File: src/rtl/igc_pkg.sv
package igc_pkg;
  localparam int LANE_W    = 8;
  localparam int WORD_W    = 32;
  localparam int QUAD_GRPS = WORD_W / LANE_W;

  // position of a word inside one four-group register block
  typedef enum logic [1:0] {
    WK_SET = 2'd0,
    WK_CLR = 2'd1,
    WK_RAW = 2'd2,
    WK_MSK = 2'd3
  } word_kind_e;
endpackage

File: src/rtl/igc_capture.sv
module igc_capture
  import igc_pkg::*;
#(
  parameter int NUM_GROUPS  = 64,
  parameter bit LIMIT_EN    = 1'b1,
  parameter int GROUP_LIMIT = 40
) (
  input  logic                           clk,
  input  logic                           rst,
  input  logic [NUM_GROUPS*LANE_W-1:0]   src_i,
  output logic [NUM_GROUPS*LANE_W-1:0]   pend_o
);
  localparam int NSRC = NUM_GROUPS * LANE_W;

  logic [NSRC-1:0] src_q;
  logic [NSRC-1:0] accept;

  for (genvar g = 0; g < NUM_GROUPS; g++) begin : g_accept
    localparam bit OK = !LIMIT_EN || (g < GROUP_LIMIT);
    assign accept[g*LANE_W +: LANE_W] = OK ? {LANE_W{1'b1}} : {LANE_W{1'b0}};
  end

  always_ff @(posedge clk) begin
    if (rst) begin
      src_q  <= '0;
      pend_o <= '0;
    end else begin
      src_q  <= src_i;
      pend_o <= src_q & accept;
    end
  end

  AST_PEND_FROM_INPUT: assert property (@(posedge clk) disable iff (rst)
    1'b1 |=> ((pend_o & ~$past(src_q)) == '0));
endmodule

File: src/rtl/igc_regfile.sv
module igc_regfile
  import igc_pkg::*;
#(
  parameter int          NUM_GROUPS  = 64,
  parameter int          ADDR_W      = 9,
  parameter int          INIT_QUAD_A = 12,
  parameter int          INIT_QUAD_B = 13,
  parameter logic [31:0] INIT_VAL    = 32'h0101_0101
) (
  input  logic                                 clk,
  input  logic                                 rst,
  input  logic                                 wr_en,
  input  logic [ADDR_W-1:0]                    addr,
  input  logic [WORD_W-1:0]                    wdata,
  output logic [NUM_GROUPS*LANE_W-1:0]         mask_o,
  output logic [(NUM_GROUPS/QUAD_GRPS)*2*WORD_W-1:0] shadow_o,
  output logic                                 err_o
);
  localparam int NQUAD  = NUM_GROUPS / QUAD_GRPS;
  localparam int QIDX_W = (NQUAD > 1) ? $clog2(NQUAD) : 1;
  localparam int SEL_W  = ADDR_W - 4;

  logic [SEL_W-1:0]  qsel;
  logic [QIDX_W-1:0] qidx;
  word_kind_e        kind;
  logic              in_quads;
  logic              aligned;
  logic              do_set;
  logic              do_clr;

  assign qsel     = addr[ADDR_W-1:4];
  assign qidx     = qsel[QIDX_W-1:0];
  assign kind     = word_kind_e'(addr[3:2]);
  assign in_quads = (qsel < SEL_W'(NQUAD));
  assign aligned  = (addr[1:0] == 2'b00);
  assign do_set   = wr_en && in_quads && aligned && (kind == WK_SET);
  assign do_clr   = wr_en && in_quads && aligned && (kind == WK_CLR);

  for (genvar q = 0; q < NQUAD; q++) begin : g_quad
    localparam logic [WORD_W-1:0] RST_V =
      ((q == INIT_QUAD_A) || (q == INIT_QUAD_B)) ? INIT_VAL : '0;
    logic              hit;
    logic [WORD_W-1:0] set_w;
    logic [WORD_W-1:0] clr_w;
    logic [WORD_W-1:0] msk_w;

    assign hit = (qidx == QIDX_W'(q));

    always_ff @(posedge clk) begin
      if (rst) begin
        set_w <= RST_V;
        clr_w <= RST_V;
        msk_w <= '0;
      end else begin
        if (do_set && hit) begin
          set_w <= wdata;
          msk_w <= msk_w | wdata;
        end
        if (do_clr && hit) begin
          clr_w <= wdata;
          msk_w <= msk_w & ~wdata;
        end
      end
    end

    assign mask_o[q*WORD_W +: WORD_W]           = msk_w;
    assign shadow_o[(2*q)*WORD_W +: WORD_W]     = set_w;
    assign shadow_o[(2*q+1)*WORD_W +: WORD_W]   = clr_w;
  end

  always_ff @(posedge clk) begin
    if (rst) err_o <= 1'b0;
    else     err_o <= wr_en && !(do_set || do_clr);
  end

  AST_SET_ORS_BITS: assert property (@(posedge clk) disable iff (rst)
    do_set |=> ((mask_o[$past(qidx)*WORD_W +: WORD_W] & $past(wdata)) == $past(wdata)));
  AST_CLR_DROPS_BITS: assert property (@(posedge clk) disable iff (rst)
    do_clr |=> ((mask_o[$past(qidx)*WORD_W +: WORD_W] & $past(wdata)) == '0));
  AST_ERR_MASK_HELD: assert property (@(posedge clk) disable iff (rst)
    err_o |-> $stable(mask_o));
endmodule

File: src/rtl/igc_readback.sv
module igc_readback
  import igc_pkg::*;
#(
  parameter int NUM_GROUPS = 64,
  parameter int ADDR_W     = 9
) (
  input  logic                                       clk,
  input  logic                                       rst,
  input  logic [ADDR_W-1:0]                          addr,
  input  logic [NUM_GROUPS*LANE_W-1:0]               pend_i,
  input  logic [NUM_GROUPS*LANE_W-1:0]               mask_i,
  input  logic [(NUM_GROUPS/QUAD_GRPS)*2*WORD_W-1:0] shadow_i,
  output logic [NUM_GROUPS-1:0]                      act_o,
  output logic [WORD_W-1:0]                          rdata_o
);
  localparam int NQUAD  = NUM_GROUPS / QUAD_GRPS;
  localparam int QIDX_W = (NQUAD > 1) ? $clog2(NQUAD) : 1;
  localparam int SEL_W  = ADDR_W - 4;
  localparam int WIDX_W = ADDR_W - 2;
  localparam int WSUM   = NQUAD * QUAD_GRPS;
  localparam int SUM_W  = 2 * WORD_W;

  logic [SUM_W-1:0]  sum_vec;
  logic [SEL_W-1:0]  qsel;
  logic [QIDX_W-1:0] qidx;
  logic [WIDX_W-1:0] widx;
  word_kind_e        kind;
  logic [WORD_W-1:0] nxt;

  for (genvar g = 0; g < NUM_GROUPS; g++) begin : g_act
    assign act_o[g] = |(pend_i[g*LANE_W +: LANE_W] & mask_i[g*LANE_W +: LANE_W]);
  end

  always_comb begin
    sum_vec = '0;
    sum_vec[NUM_GROUPS-1:0] = act_o;
  end

  assign qsel = addr[ADDR_W-1:4];
  assign qidx = qsel[QIDX_W-1:0];
  assign widx = addr[ADDR_W-1:2];
  assign kind = word_kind_e'(addr[3:2]);

  always_comb begin
    int b;
    b   = int'(qidx);
    nxt = '0;
    if (addr[1:0] == 2'b00) begin
      if (qsel < SEL_W'(NQUAD)) begin
        case (kind)
          WK_SET:  nxt = shadow_i[(2*b)*WORD_W +: WORD_W];
          WK_CLR:  nxt = shadow_i[(2*b+1)*WORD_W +: WORD_W];
          WK_RAW:  nxt = pend_i[b*WORD_W +: WORD_W];
          default: nxt = pend_i[b*WORD_W +: WORD_W] & mask_i[b*WORD_W +: WORD_W];
        endcase
      end else if (widx == WIDX_W'(WSUM)) begin
        nxt = sum_vec[WORD_W-1:0];
      end else if (widx == WIDX_W'(WSUM + 1)) begin
        nxt = sum_vec[SUM_W-1:WORD_W];
      end
    end
  end

  always_ff @(posedge clk) begin
    if (rst) rdata_o <= '0;
    else     rdata_o <= nxt;
  end
endmodule

File: src/rtl/irq_group_combiner.sv
module irq_group_combiner
  import igc_pkg::*;
#(
  parameter int          NUM_GROUPS  = 64,
  parameter int          ADDR_W      = 9,
  parameter bit          LIMIT_EN    = 1'b1,
  parameter int          GROUP_LIMIT = 40,
  parameter int          INIT_QUAD_A = 12,
  parameter int          INIT_QUAD_B = 13,
  parameter logic [31:0] INIT_VAL    = 32'h0101_0101
) (
  input  logic                          clk,
  input  logic                          rst,
  input  logic [NUM_GROUPS*8-1:0]       irq_src,
  input  logic [ADDR_W-1:0]             bus_addr,
  input  logic                          bus_wr,
  input  logic [31:0]                   bus_wdata,
  output logic [31:0]                   bus_rdata,
  output logic                          bus_err,
  output logic [NUM_GROUPS-1:0]         grp_irq
);
  localparam int NSRC  = NUM_GROUPS * LANE_W;
  localparam int NQUAD = NUM_GROUPS / QUAD_GRPS;

  logic [NSRC-1:0]             pend;
  logic [NSRC-1:0]             mask;
  logic [NQUAD*2*WORD_W-1:0]   shadow;
  logic [NUM_GROUPS-1:0]       pend_any;

  igc_capture #(
    .NUM_GROUPS (NUM_GROUPS),
    .LIMIT_EN   (LIMIT_EN),
    .GROUP_LIMIT(GROUP_LIMIT)
  ) u_capture (
    .clk   (clk),
    .rst   (rst),
    .src_i (irq_src),
    .pend_o(pend)
  );

  igc_regfile #(
    .NUM_GROUPS (NUM_GROUPS),
    .ADDR_W     (ADDR_W),
    .INIT_QUAD_A(INIT_QUAD_A),
    .INIT_QUAD_B(INIT_QUAD_B),
    .INIT_VAL   (INIT_VAL)
  ) u_regfile (
    .clk     (clk),
    .rst     (rst),
    .wr_en   (bus_wr),
    .addr    (bus_addr),
    .wdata   (bus_wdata),
    .mask_o  (mask),
    .shadow_o(shadow),
    .err_o   (bus_err)
  );

  igc_readback #(
    .NUM_GROUPS(NUM_GROUPS),
    .ADDR_W    (ADDR_W)
  ) u_readback (
    .clk     (clk),
    .rst     (rst),
    .addr    (bus_addr),
    .pend_i  (pend),
    .mask_i  (mask),
    .shadow_i(shadow),
    .act_o   (grp_irq),
    .rdata_o (bus_rdata)
  );

  for (genvar g = 0; g < NUM_GROUPS; g++) begin : g_any
    assign pend_any[g] = |pend[g*LANE_W +: LANE_W];
  end

  AST_IRQ_HAS_SOURCE: assert property (@(posedge clk) disable iff (rst)
    ((grp_irq & ~pend_any) == '0));
  AST_LIMIT_QUIET: assert property (@(posedge clk) disable iff (rst)
    (!LIMIT_EN || ((grp_irq >> GROUP_LIMIT) == '0)));
endmodule

File: config.mk
export PLATFORM = sky130hd
export DESIGN_NAME = irq_group_combiner
export DESIGN_NICKNAME = d
export VERILOG_FILES = /design/src/rtl/igc_pkg.sv /design/src/rtl/igc_capture.sv /design/src/rtl/igc_regfile.sv /design/src/rtl/igc_readback.sv /design/src/rtl/irq_group_combiner.sv
export SDC_FILE = /design/constraint.sdc
export NUM_CORES = 2
export LEC_CHECK = 0
export BUFFER_PORTS_ARGS = -buffer_cell sky130_fd_sc_hd__buf_2
export CAP_MARGIN = 0
export CORE_AREA = 2 2 340 476
export CTS_CLUSTER_SIZE = 16
export DETAILED_ROUTE_END_ITERATION = 12
export DIE_AREA = 0 0 342 478
export PLACE_DENSITY = 0.78
export SLEW_MARGIN = 40
export SYNTH_ARGS = -nofsm -noshare
export SYNTH_HDL_FRONTEND = slang
export SYNTH_SLANG_ARGS = --single-unit
File: constraint.sdc
create_clock -name clk -period 3 [get_ports clk]
set_input_delay 0.45 -clock clk [delete_from_list [all_inputs] [get_ports clk]]
set_output_delay 0.45 -clock clk [all_outputs]
set_load 0.05 [all_outputs]
**Yosys cells after proc, flatten, opt, wreduce, memory -nomap -nowiden**

Index checks and enable logic that the tools add are counted.

- Logic and storage cells: 336
- Output and inout bits: 97
- Bits of input ports: 556
- Bits in registers: 2,401

- Shifts and indexed selects: 4
- Equal/unequal tests: 19
- Reduce and logical (&&, ||, !) cells: 123
- Add/sub/neg operators: 1
- Muxes and demuxes: 36
- Bitwise gates (word level): 99
- Order comparisons: 1

Operators with widths:

| kind | number |
|---|---|
| two-way mux 32 bit | 35 |
| variable part select 1024 x 11 -> 32 bit | 1 |
| variable part select 1024 x 32 -> 32 bit | 1 |
| variable part select 512 x 10 -> 32 bit | 2 |
| bitwise AND 32 bit | 17 |
| bitwise AND 8 bit | 64 |
| bitwise OR 32 bit | 16 |
| OR reduction 8 bit | 64 |
| case mux 32 bit (3 select lines) | 1 |
| logical AND 1 bit | 37 |
| == test 4 bit (second input constant) | 8 |
| inverter 32 bit | 1 |
| nonzero test 2 bit | 16 |
| == test 4 x 3 -> 1 bit (second input constant) | 4 |
| == test 7 bit (second input constant) | 2 |
| == test 4 x 2 -> 1 bit (second input constant) | 2 |
| adder 5 x 1 -> 6 bit (second input constant) | 1 |
| less-than comparator 5 bit (second input constant) | 1 |
| == test 4 x 1 -> 1 bit (second input constant) | 1 |
| zero test 2 bit | 2 |
| zero test 4 bit | 1 |
| == test 2 x 1 -> 1 bit (second input constant) | 1 |
| == test 2 bit (second input constant) | 1 |
| OR reduction 2 bit | 1 |
| other kinds (3) | 3 |

**Depth between registers and ports, before layout**

- Word-level depth: 7
- Depth in mapped cells: 10
- Mapped depth without buffers: 5

**By module**

From an unflattened synthesis, not the netlist that was laid out.

- Cells, all modules: 9,348
- Area total of the unflattened synthesis: 98,620.8 µm²

By module, submodules not included:

| module | area each (µm²) | instances | seq. area each (µm²) | cells an instance |
|---|---|---|---|---|
| igc_regfile | 59,520.8 | 1 | 30,769.5 | 5,444 |
| igc_readback | 20,294.5 | 1 | 640.6 | 2,360 |
| igc_capture | 18,805.5 | 1 | 12,812.3 | 1,544 |

**Worst setup path before layout**

OpenSTA, ideal clock, no wires.

- Path type: input to register
- Start: input port bus_addr[5]
- End: register u_readback.rdata_o[10]
- Arrival: 2.494 ns
- Setup slack: 0.375 ns
- Cell stages on the path: 7
- Library setup time: 0.131 ns
- Data required time: 2.869 ns
- Path buffers: 2
- Cells stage by stage: buf_2 > buf_1 > mux4_2 > mux2_2 > a221o_1 > a32oi_1 > o21ai_0

- Word-level cells in the longest chain between the ends: 4
- Elaborated cells between the ends (all ways): 13
- Classes of those cells: add/sub (1); order compare (1); eq/ne (2); shift (4); mux (4); bitwise (1)

Ends and longest elaborated chain:

| what | RTL line | RTL |
|---|---|---|
| start, declared | irq_group_combiner.sv:15 | `input logic [ADDR_W-1:0] bus_addr,` |
| adder 5 x 1 -> 6 bit (tied with other cells) | igc_readback.sv:52 | `WK_CLR: nxt = shadow_i[(2*b+1)*WORD_W +: WORD_W];` |
| variable part select 1024 x 32 -> 32 bit (tied with other cells) | igc_readback.sv:52 |  |
| case mux 32 bit (3 select lines) / two-way mux 32 bit (equally long branches) | igc_readback.sv:50, igc_readback.sv:56 |  |
| two-way mux 32 bit (*) | igc_readback.sv:49 | `if (qsel < SEL_W'(NQUAD)) begin` |
| end signal, assigned | igc_readback.sv:66 | `else rdata_o <= nxt;` |
| end, declared | igc_readback.sv:14 | `output logic [WORD_W-1:0] rdata_o` |

Mark *: on every way between the ends. The rest lies on a longest branch, timed or not.
A chain may end at the register's enable or synchronous reset.

==> out/summary.txt <==
initial antenna violation count: 35
Setup WS pre-CTS: -330 ps
clock sinks: 2209
clock skew: 32.2 ps
later-pin clock latency in the skew report: 870 ps
first-pass GRT wire length: 522000 um
cell depth of the worst flop-to-flop path: 6
Startpoint Class: register
Worst EP required: 2550 ps
Initial Util: 0.564
num rows: 174
final worst slack: 4.82 ps
async set or reset register ratio after synthesis: 0
first drt pass iteration count: 8
Finished Cell Area: 0.107 mm2
# IOs: 653
Routed WL per cell: 28.4 um
Seq/Total Area, Yosys: 0.491
EDFF count, synth: 0
Nets: 11018
TNS Setup: 0 ps
routability congestion estimate: 1.00
CP Max Fanout: 3
Final Max Tran Viols: 0
Crit Path Class: reg -> out
clk buf depth: 3
final WL: 361000 um
Synth Flop Type: dfxtp_1
H-tree levels: 4
post-synthesis cell area: 0.0902 mm2
Non-Filler Instances: 12744
area delta synth->final: 18.3%
Iteration-0 DRC Markers: 12422
vias in the first global route: 79510
Cell variety after synth: 55
crit path DAT: 2550 ps
headroom to the max-slew limit: 0.381
global route total overflow: 0
layout cells sized above 1: 0.145
DIE AREA: 0.163 mm2
Setup violations, final: 0
Clock transition at path regs: 70 ps
Tmin final: 3000 ps
Num CTS Buffers: 197
CTS tree: yes
I/O Buffers: 436
Synth Register Bits: 2209
hold_ws: 57.0 ps
final period utilization: 0.998
Max Freq: 334 MHz
Hold Startpoint: bus_wdata[29]
root buffer cell: clkbuf_16
Antenna Nets Post-Route: 0
via/cell ratio: 6.56
Syn Area/Cell: 9.00 um2
RSZ-0062 raised after global routing: no
Die Height: 478 um
Reg-to-Reg End: u_readback.rdata_o[21]$_SDFF_PP0_
CP endpoint: grp_irq[29]
number of synthesis warnings: 0
core area: 0.160 mm2
most frequent cells in the layout: dfxtp_1 (2208), nand2_1 (2074), a21oi_1 (1557), nor2b_1 (651), a211oi_1 (512)
final hold vios: 0
peak supply drop: 477 uV
setup slack, reg-to-reg: 110 ps
Die X: 342 um
DRC Markers: 0
Worst Max-Slew Pin Slew: 928 ps
worst min-delay path category: in -> reg
Mapped Cells: 10019
largest net degree at the start of global routing: 231
pwr dens: 573 mW/mm2
MaxCap Viol Count: 0
Total GRT Usage: 0.425
Final HPWL DP: 240000 um
Post-DP Area: 0.0964 mm2
critical path endpoint category: primary output
dpl cells: 12036
outcome: finished clean
Static Leak: 39.6 nW
routed vias: 83583
commonest non-fill, non-tap cell in the layout: dfxtp_1
==> routing by layer <==
layer	global-route usage	share of wire	up-vias
met1	0.551	0.38	40037
met4	0.241	0.064	36
met5	0	0.00068	-
met2	0.622	0.42	6164
met3	0.136	0.14	1322
li1	-	-	36024
==> worst min path at each step <==
stage / endpoint / slack [ps] / depth (start not counted)
after floorplan: u_capture.pend_o[0]$_SDFF_PP0_ / 410 / 1
after global placement: u_capture.pend_o[242]$_SDFF_PP0_ / 420 / 1
after detailed placement: u_capture.pend_o[271]$_SDFF_PP0_ / 420 / 1
after CTS: u_capture.src_q[208]$_SDFF_PP0_ / 10 / 2
after global routing: u_capture.src_q[208]$_SDFF_PP0_ / 0.2 / 2
final: u_regfile.g_quad[12].set_w[29]$_SDFFE_PP0P_ / 60 / 3
==> area by class of cell <==
class,count,area [um2]
sequential,2209,44200
multi-input combinational,6792,42100
tap,2112,2640
clock buffer,261,5500
antenna,13,32.5
clock inverter,95,1130
timing repair buffer,1261,11000
fill,12125,53200
inverter,1,3.75
==> cells by family (layout without fill, tap and decap cells) <==
| group | after synthesis | count (layout) | share of synthesized area |
|---|---|---|---|
| AOI/OAI and AO/OA | 2556 | 2556 | 0.173 |
| other | 1 | 37 | 0.0000416 |
| DFF | 2209 | 2209 | 0.491 |
| and+or+nand+nor | 3912 | 3912 | 0.235 |
| muxes | 300 | 300 | 0.0552 |
| buffers and inverters | 1041 | 1618 | 0.0463 |
==> what timing repair did <==
action                     4_1_cts  5_1_grt
setup buffers                    2        2
setup endpoints to repair        2        1
hold buffers                   331        0
resized for setup                4        0
pin swaps                        2        0
hold endpoints to repair       343        0
==> where the power goes <==
part           internal [mW]  switching [mW]  total [mW]
clock network           14.7            11.8        26.5
logic                   1.70            2.81        4.51
registers               29.7           0.276        30.0
==> cell usage after synthesis (9+ instances only) <==
cell,number,share of area
a211o_1,16,0.0016
a211oi_1,512,0.043
a21oi_1,1557,0.086
a221o_1,21,0.0023
a221oi_1,21,0.0020
a22oi_1,171,0.014
a32oi_1,24,0.0023
and3b_1,500,0.049
buf_1,35,0.0015
buf_2,125,0.0069
buf_4,28,0.0023
clkbuf_1,851,0.035
dfxtp_1,2209,0.49
mux2_2,60,0.0075
mux2i_1,88,0.0098
mux4_2,152,0.038
nand2_1,2075,0.086
nand3_1,18,0.0010
nand4_1,65,0.0045
nor2_1,25,0.0010
nor2_2,9,0.00062
nor2b_1,655,0.045
nor3b_1,494,0.041
nor4_1,20,0.0014
o21ai_0,22,0.0012
o221ai_1,39,0.0038
o22ai_1,22,0.0015
o41a_1,9,0.0011
o41ai_1,96,0.0093
or2_2,12,0.00083
or3_1,10,0.00069
==> stage by stage <==
stage | util | total power, mW
global route | 0.667 | 62.2
finish | 0.667 | 61.0
detailed placement | 0.604 | 34.5
global placement | 0.603 | 34.5
floorplan | - | 32.8
CTS | 0.666 | 60.5
==> critical path: stages, from the launching register on <==
cell and delay (ps):
dfxtp_1 360, a22oi_1 320, nand4_1 560, buf_2 430
(Power assumes the default switching activity.)
